$ cat config.mk
export PLATFORM = sky130hd
export DESIGN_NAME = gpio_mw_bank
export DESIGN_NICKNAME = d
export VERILOG_FILES = /design/src/rtl/gpio_mw_pkg.sv /design/src/rtl/gpio_mw_sync.sv /design/src/rtl/gpio_mw_regs.sv /design/src/rtl/gpio_mw_pad.sv /design/src/rtl/gpio_mw_bank.sv
export SDC_FILE = /design/constraint.sdc
export NUM_CORES = 1
export LEC_CHECK = 0
export ABC_AREA = 1
export ABC_CLOCK_PERIOD_IN_PS = 2770
export BUFFER_PORTS_ARGS = -buffer_cell sky130_fd_sc_hd__buf_2
export CORE_ASPECT_RATIO = 0.6
export CORE_MARGIN = 2
export CORE_UTILIZATION = 35
export DETAILED_ROUTE_END_ITERATION = 12
export GPL_ROUTABILITY_DRIVEN = 0
export SLEW_MARGIN = 20
export SYNTH_ARGS = -nofsm -noshare
export SYNTH_HDL_FRONTEND = slang
export SYNTH_SLANG_ARGS = --single-unit
$ cat constraint.sdc
create_clock -name clk -period 2.77 [get_ports clk]
set_input_delay 0.277 -clock clk [delete_from_list [all_inputs] [get_ports clk]]
set_output_delay 0.277 -clock clk [all_outputs]
set_load 0.02 [all_outputs]
$ cat src/rtl/gpio_mw_pkg.sv
// Package: shared offsets, decoded register targets and the offset decoder
// for the masked-write GPIO bank. Assumes byte offsets, word-aligned registers.
package gpio_mw_pkg;

    localparam logic [31:0] OFF_MW_LO = 32'h0000_0000;
    localparam logic [31:0] OFF_MW_HI = 32'h0000_0004;
    localparam logic [31:0] OFF_DATA  = 32'h0000_0040;
    localparam logic [31:0] OFF_PINS  = 32'h0000_0060;
    localparam logic [31:0] OFF_DIR   = 32'h0000_0204;
    localparam logic [31:0] OFF_OE    = 32'h0000_0208;

    typedef enum logic [2:0] {
        TGT_NONE,
        TGT_MW_LO,
        TGT_MW_HI,
        TGT_DATA,
        TGT_PINS,
        TGT_DIR,
        TGT_OE
    } tgt_e;

    // Maps a byte offset to its register target; anything else is TGT_NONE.
    function automatic tgt_e decode_offset(input logic [31:0] off);
        tgt_e t;
        case (off)
            OFF_MW_LO: t = TGT_MW_LO;
            OFF_MW_HI: t = TGT_MW_HI;
            OFF_DATA:  t = TGT_DATA;
            OFF_PINS:  t = TGT_PINS;
            OFF_DIR:   t = TGT_DIR;
            OFF_OE:    t = TGT_OE;
            default:   t = TGT_NONE;
        endcase
        return t;
    endfunction

endpackage

$ cat src/rtl/gpio_mw_sync.sv
// Two-flop input synchroniser for the pad input vector.
// Assumes each bit is sampled independently; no reset on the flops, since
// their contents are flushed by the live input within two edges.
module gpio_mw_sync #(
    parameter int W = 32
) (
    input  logic         clk,
    input  logic         rst_n,
    input  logic [W-1:0] d,
    output logic [W-1:0] q
);

    logic [W-1:0] stage1;
    logic [W-1:0] stage2;

    // Shift the asynchronous inputs through two capture stages.
    always_ff @(posedge clk) begin
        stage1 <= d;
        stage2 <= stage1;
    end

    assign q = stage2;

    AST_SYNC_TWO_EDGES: assert property (@(posedge clk) disable iff (!rst_n)
        q == $past(d, 2)) else $error("sync depth broken");

endmodule

$ cat src/rtl/gpio_mw_regs.sv
// Register file: output data, direction and output enable, with the two
// half-word masked-write ports merged into the output data register.
// Assumes DATA_W is even; the protect mask sits in the upper half of wdata.
module gpio_mw_regs
    import gpio_mw_pkg::*;
#(
    parameter int DATA_W = 32
) (
    input  logic              clk,
    input  logic              rst_n,
    input  logic              wr_en,
    input  tgt_e              wr_tgt,
    input  logic [DATA_W-1:0] wdata,
    output logic [DATA_W-1:0] data_q,
    output logic [DATA_W-1:0] dir_q,
    output logic [DATA_W-1:0] oe_q
);

    localparam int HALF = DATA_W / 2;

    logic [HALF-1:0]   protect;
    logic [HALF-1:0]   value;
    logic [HALF-1:0]   merged [2];
    logic [DATA_W-1:0] data_d;

    assign protect = wdata[DATA_W-1:HALF];
    assign value   = wdata[HALF-1:0];

    // Per half: keep protected bits, take data on unprotected bits.
    for (genvar h = 0; h < 2; h++) begin : g_half
        assign merged[h] = (data_q[h*HALF +: HALF] & protect) | (value & ~protect);
    end

    // Next output data from whichever write port is addressed.
    always_comb begin
        data_d = data_q;
        if (wr_en) begin
            case (wr_tgt)
                TGT_MW_LO: data_d[HALF-1:0]      = merged[0];
                TGT_MW_HI: data_d[DATA_W-1:HALF] = merged[1];
                TGT_DATA:  data_d                = wdata;
                default:   data_d                = data_q;
            endcase
        end
    end

    // Output data register update with synchronous reset.
    always_ff @(posedge clk) begin
        if (!rst_n) data_q <= '0;
        else        data_q <= data_d;
    end

    // Direction and output-enable registers, written as full words.
    always_ff @(posedge clk) begin
        if (!rst_n) begin
            dir_q <= '0;
            oe_q  <= '0;
        end else if (wr_en) begin
            if (wr_tgt == TGT_DIR) dir_q <= wdata;
            if (wr_tgt == TGT_OE)  oe_q  <= wdata;
        end
    end

    AST_LO_PROTECT_HOLDS: assert property (@(posedge clk) disable iff (!rst_n)
        (wr_en && wr_tgt == TGT_MW_LO) |=>
        (((data_q[HALF-1:0] ^ $past(data_q[HALF-1:0])) & $past(wdata[DATA_W-1:HALF])) == '0
         && data_q[DATA_W-1:HALF] == $past(data_q[DATA_W-1:HALF])))
        else $error("low masked write touched a protected bit");

    AST_HI_PROTECT_HOLDS: assert property (@(posedge clk) disable iff (!rst_n)
        (wr_en && wr_tgt == TGT_MW_HI) |=>
        (((data_q[DATA_W-1:HALF] ^ $past(data_q[DATA_W-1:HALF])) & $past(wdata[DATA_W-1:HALF])) == '0
         && data_q[HALF-1:0] == $past(data_q[HALF-1:0])))
        else $error("high masked write touched a protected bit");

    AST_DEAD_WRITE_INERT: assert property (@(posedge clk) disable iff (!rst_n)
        (wr_en && (wr_tgt == TGT_NONE || wr_tgt == TGT_PINS)) |=>
        ($stable(data_q) && $stable(dir_q) && $stable(oe_q)))
        else $error("ignored write changed state");

endmodule

$ cat src/rtl/gpio_mw_pad.sv
// Pad drive gating: a pin drives only when both its direction and its
// output-enable bits are set; the level is forced low when not driving.
module gpio_mw_pad #(
    parameter int W = 32
) (
    input  logic [W-1:0] data_q,
    input  logic [W-1:0] dir_q,
    input  logic [W-1:0] oe_q,
    output logic [W-1:0] pad_out,
    output logic [W-1:0] pad_oe
);

    // Combine direction and enable, then gate the level with the result.
    always_comb begin
        pad_oe  = dir_q & oe_q;
        pad_out = data_q & pad_oe;
    end

endmodule

$ cat src/rtl/gpio_mw_bank.sv
// Top: one 32-pin GPIO bank with masked half-word writes. Decodes the bus
// offset, holds the registers, synchronises the pad inputs and drives the
// combinational read mux. Assumes one access per cycle on the bus.
module gpio_mw_bank
    import gpio_mw_pkg::*;
#(
    parameter int ADDR_W = 12,
    parameter int DATA_W = 32
) (
    input  logic              clk,
    input  logic              rst_n,
    input  logic              bus_wr,
    input  logic [ADDR_W-1:0] bus_addr,
    input  logic [DATA_W-1:0] bus_wdata,
    output logic [DATA_W-1:0] bus_rdata,
    input  logic [DATA_W-1:0] pad_in,
    output logic [DATA_W-1:0] pad_out,
    output logic [DATA_W-1:0] pad_oe
);

    tgt_e              tgt;
    logic [DATA_W-1:0] data_q;
    logic [DATA_W-1:0] dir_q;
    logic [DATA_W-1:0] oe_q;
    logic [DATA_W-1:0] pins_sync;

    assign tgt = decode_offset(32'(bus_addr));

    gpio_mw_sync #(.W(DATA_W)) u_sync (
        .clk   (clk),
        .rst_n (rst_n),
        .d     (pad_in),
        .q     (pins_sync)
    );

    gpio_mw_regs #(.DATA_W(DATA_W)) u_regs (
        .clk    (clk),
        .rst_n  (rst_n),
        .wr_en  (bus_wr),
        .wr_tgt (tgt),
        .wdata  (bus_wdata),
        .data_q (data_q),
        .dir_q  (dir_q),
        .oe_q   (oe_q)
    );

    gpio_mw_pad #(.W(DATA_W)) u_pad (
        .data_q  (data_q),
        .dir_q   (dir_q),
        .oe_q    (oe_q),
        .pad_out (pad_out),
        .pad_oe  (pad_oe)
    );

    // Read mux: readable registers by offset, zero for everything else.
    always_comb begin
        case (tgt)
            TGT_DATA: bus_rdata = data_q;
            TGT_PINS: bus_rdata = pins_sync;
            TGT_DIR:  bus_rdata = dir_q;
            TGT_OE:   bus_rdata = oe_q;
            default:  bus_rdata = '0;
        endcase
    end

    AST_RESET_QUIET: assert property (@(posedge clk)
        !rst_n |=> (pad_oe == '0 && pad_out == '0))
        else $error("pads active after reset");

    AST_NO_DRIVE_LEVEL: assert property (@(posedge clk) disable iff (!rst_n)
        (pad_out & ~pad_oe) == '0)
        else $error("level on an undriven pin");

endmodule

==> impl_metrics.toml <==
[setup_path]
crit_path_start_kind = "input port"
path_max_fanout = 15
worstSetupEndpointType = "primary output"
critical_path_class = "input port to primary output"
required_time_of_the_critical_path_ps = 2490
crit-reg2reg-launch = "u_regs.dir_q[0]$_SDFFE_PN0P_"
setup.reg_to_reg.worst_slack_ps = 2040
r2r-end = "u_regs.dir_q[0]$_SDFFE_PN0P_"
crit_arrival_ps = 1910
rr_worst_depth = 2

[sta]
timing.slew.headroom_pct = 34.45
timing_hold_violations_final = 0
tns_ps = 0
setup_viol_count_final = 0
worst-slew-pin-transition_ps = 981.8
period_share_pct = 78.95
finalCriticalPeriod_ps = 2187
timing_max_transition_violations_final = 0
hold-worst-slack_ps = 137.0
grt_setup_unrepaired = "false"
maxClockFrequency_ghz = 0.4573
skew_ps = 6.287

[logic_synthesis]
synth_cell_type_count = 29
synth.net_count = 1028
yosysWarnings = 0
mapped_area_sq_um = 6992
synth-seq-area-share_pct = 45.81
synth-compound-area-share_pct = 18.41
synth_top_family_by_area = "simple AND/OR/NAND/NOR gates"
synth.cells.most_frequent = "inv_1 (203), dfxtp_1 (160), nand2_1 (137)"
netlist_top_cells_area = "dfxtp_1 (46%), inv_1 (11%), nand2_1 (7.4%)"
synth.area.mux_share_pct = 0
post_synth_fa_ha_maj_area_fraction_pct = 0
synthMostInstantiatedCell = "inv_1"
synth.top_cell.area_share_pct = 45.81
post_synth_top_area_cell = "dfxtp_1"
synth.avg_cell_area_sq_um = 7.367
synth_cells = 949
synth_enable_flop_cells = 0
yosys_register_bits = 160
yosys.area_share.xor_xnor_pct = 0
ys_dominant_reg_cell = "dfxtp_1"
async_reset_ff_share_pct = 0
synthSimpleGateAreaFrac_pct = 19.76

[clock_tree]
tritoncts = "done"
cts_buffer_count = 17
clk_latency_ps = 440
cts.sink_count = 160
worst_setup_hold_path_clk_slew_ps = 70
cts.root.buffer_cell = "clkbuf_16"
cts.path.max_buffers = 2
clock_tree.htree_level_count = 4
post_cts_hold_buffer_count = 32
cts.repair.resized = 0
cts.repair_timing.setup_buffer_count = 0

[power_and_ir_drop]
p_total_mw = 4.941
cellPowerDensity_nw_per_um2 = 557.7
p_leak_nw = 4.269
vdd.ir_drop.worst_uv = 373.0

[die]
die_width_um = 186.5
placementRows = 39
die_area_sq_um = 21160
design.core.area_sq_um = 19320
floorplan.io_pins = 175
dieHeight_um = 113.5
initial_utilization_pct = 36.18

[drt]
firstDrtPassIters = 4
dr_total_vias = 6367
detail_route.drc_violations = 0
drt.antenna.violating_nets = 0
routed_wirelength_um = 21050
wire_per_inst_um = 14.82
route.detailed.vias_per_inst = 4.484
drt-initial-drc-count = 408

[min_path]
worstHoldEndpoint = "u_regs.dir_q[13]$_SDFFE_PN0P_"
hold_path.class = "input port to flop"
hold_sp = "bus_wdata[13]"
holdPathStages = 3

[cells_and_area]
postLayoutCoreUtil_pct = 45.85
syn2layout_area_growth_pct = 26.72
fin_area_sq_um = 8860
final_layout_size_suffix_gt1_share_pct = 23.59
final_net_count = 1219
fillers = 1989

[global_route]
grt_overflow = 0
wire_length_of_the_first_global_routing_pass_um = 33230
grt_pass1_vias = 6032
grt_max_degree = 65
grt_util_all_layers_pct = 20.30
antenna_found_initial = 1

[placement]
place.port_buffers = 174
dpl_cell_area_sq_um = 7965
hpwlAfterDp_um = 15000

[outcome]
outcome = "completed"

[job]
drv_cap = 0
## cell type report
cell class | instances | area, sq um | share of cell area (%)
diodes | 1 | 2.502 | 0.02824
clock buffers | 17 | 425.4 | 4.802
inverters | 215 | 809.5 | 9.137
flip-flops and latches | 160 | 3203 | 36.15
multi-input cells | 531 | 2669 | 30.12
well taps | 266 | 332.8 | 3.757
clock inverters | 15 | 146.4 | 1.652
repair buffers | 215 | 1271 | 14.35
## cells in the final DEF, fill, tap and decap left out, drive strengths merged, types with 4 or more instances in the layout
cell / n
nand3: 11
o22ai: 31
nor2: 111
nand4: 31
nand2: 146
dlygate4sd3: 32
a31oi: 5
clkinv: 4
o21ai: 96
buf: 183
clkbuf: 17
inv: 224
a21oi: 98
dfxtp: 160
## per-layer routing
layer,up-vias,GRT usage (%),wire (um)
li1,3359,-,-
met1,2790,31.98,11840
met2,204,26.99,7703
met3,14,5.108,1341
met4,0,4.603,158
met5,-,0,0
## metrics by stage
step / cells / worst slack [ps]
finish: 1420 / 583.0
global route: 1419 / 430.0
CTS: 1419 / 572.4
detailed placement: 1355 / 583.8
global placement: 1355 / 624.2
floorplan: 949 / 1058
## worst max-delay path, stage by stage
cell and delay, ps:
buf_2 100, inv_2 50, nand2_1 80, nor2_4 190
and2_1 170, nand2_2 250, buf_4 310, o22ai_1 150
a21oi_1 60, o21ai_0 80, buf_2 200
## how the worst max path moves through the flow
stage	from	to	slack, ps	cells past startpoint
global placement	bus_addr[8]	bus_rdata[27]	620	11
global route	bus_addr[8]	bus_rdata[4]	430	11
CTS	bus_addr[8]	bus_rdata[23]	570	11
finish	bus_addr[8]	bus_rdata[23]	580	11
detailed placement	bus_addr[8]	bus_rdata[23]	580	11
floorplan	bus_addr[11]	bus_rdata[31]	1060	6
## power breakdown
part,total [mW],switching [mW],internal [mW]
Clock,2.32,1.05,1.26
Sequential,2.36,0.0115,2.35
Combinational,0.261,0.153,0.108
## kinds of logic (layout without fill, tap and decap cells)
kind of cell | Yosys count | after routing
AO/OA/AOI/OAI | 231 | 231
buffers and inverters | 258 | 462
flip-flops | 160 | 160
other | 0 | 1
AND/OR/NAND/NOR | 300 | 300
Power figures use the tool's default switching activity.
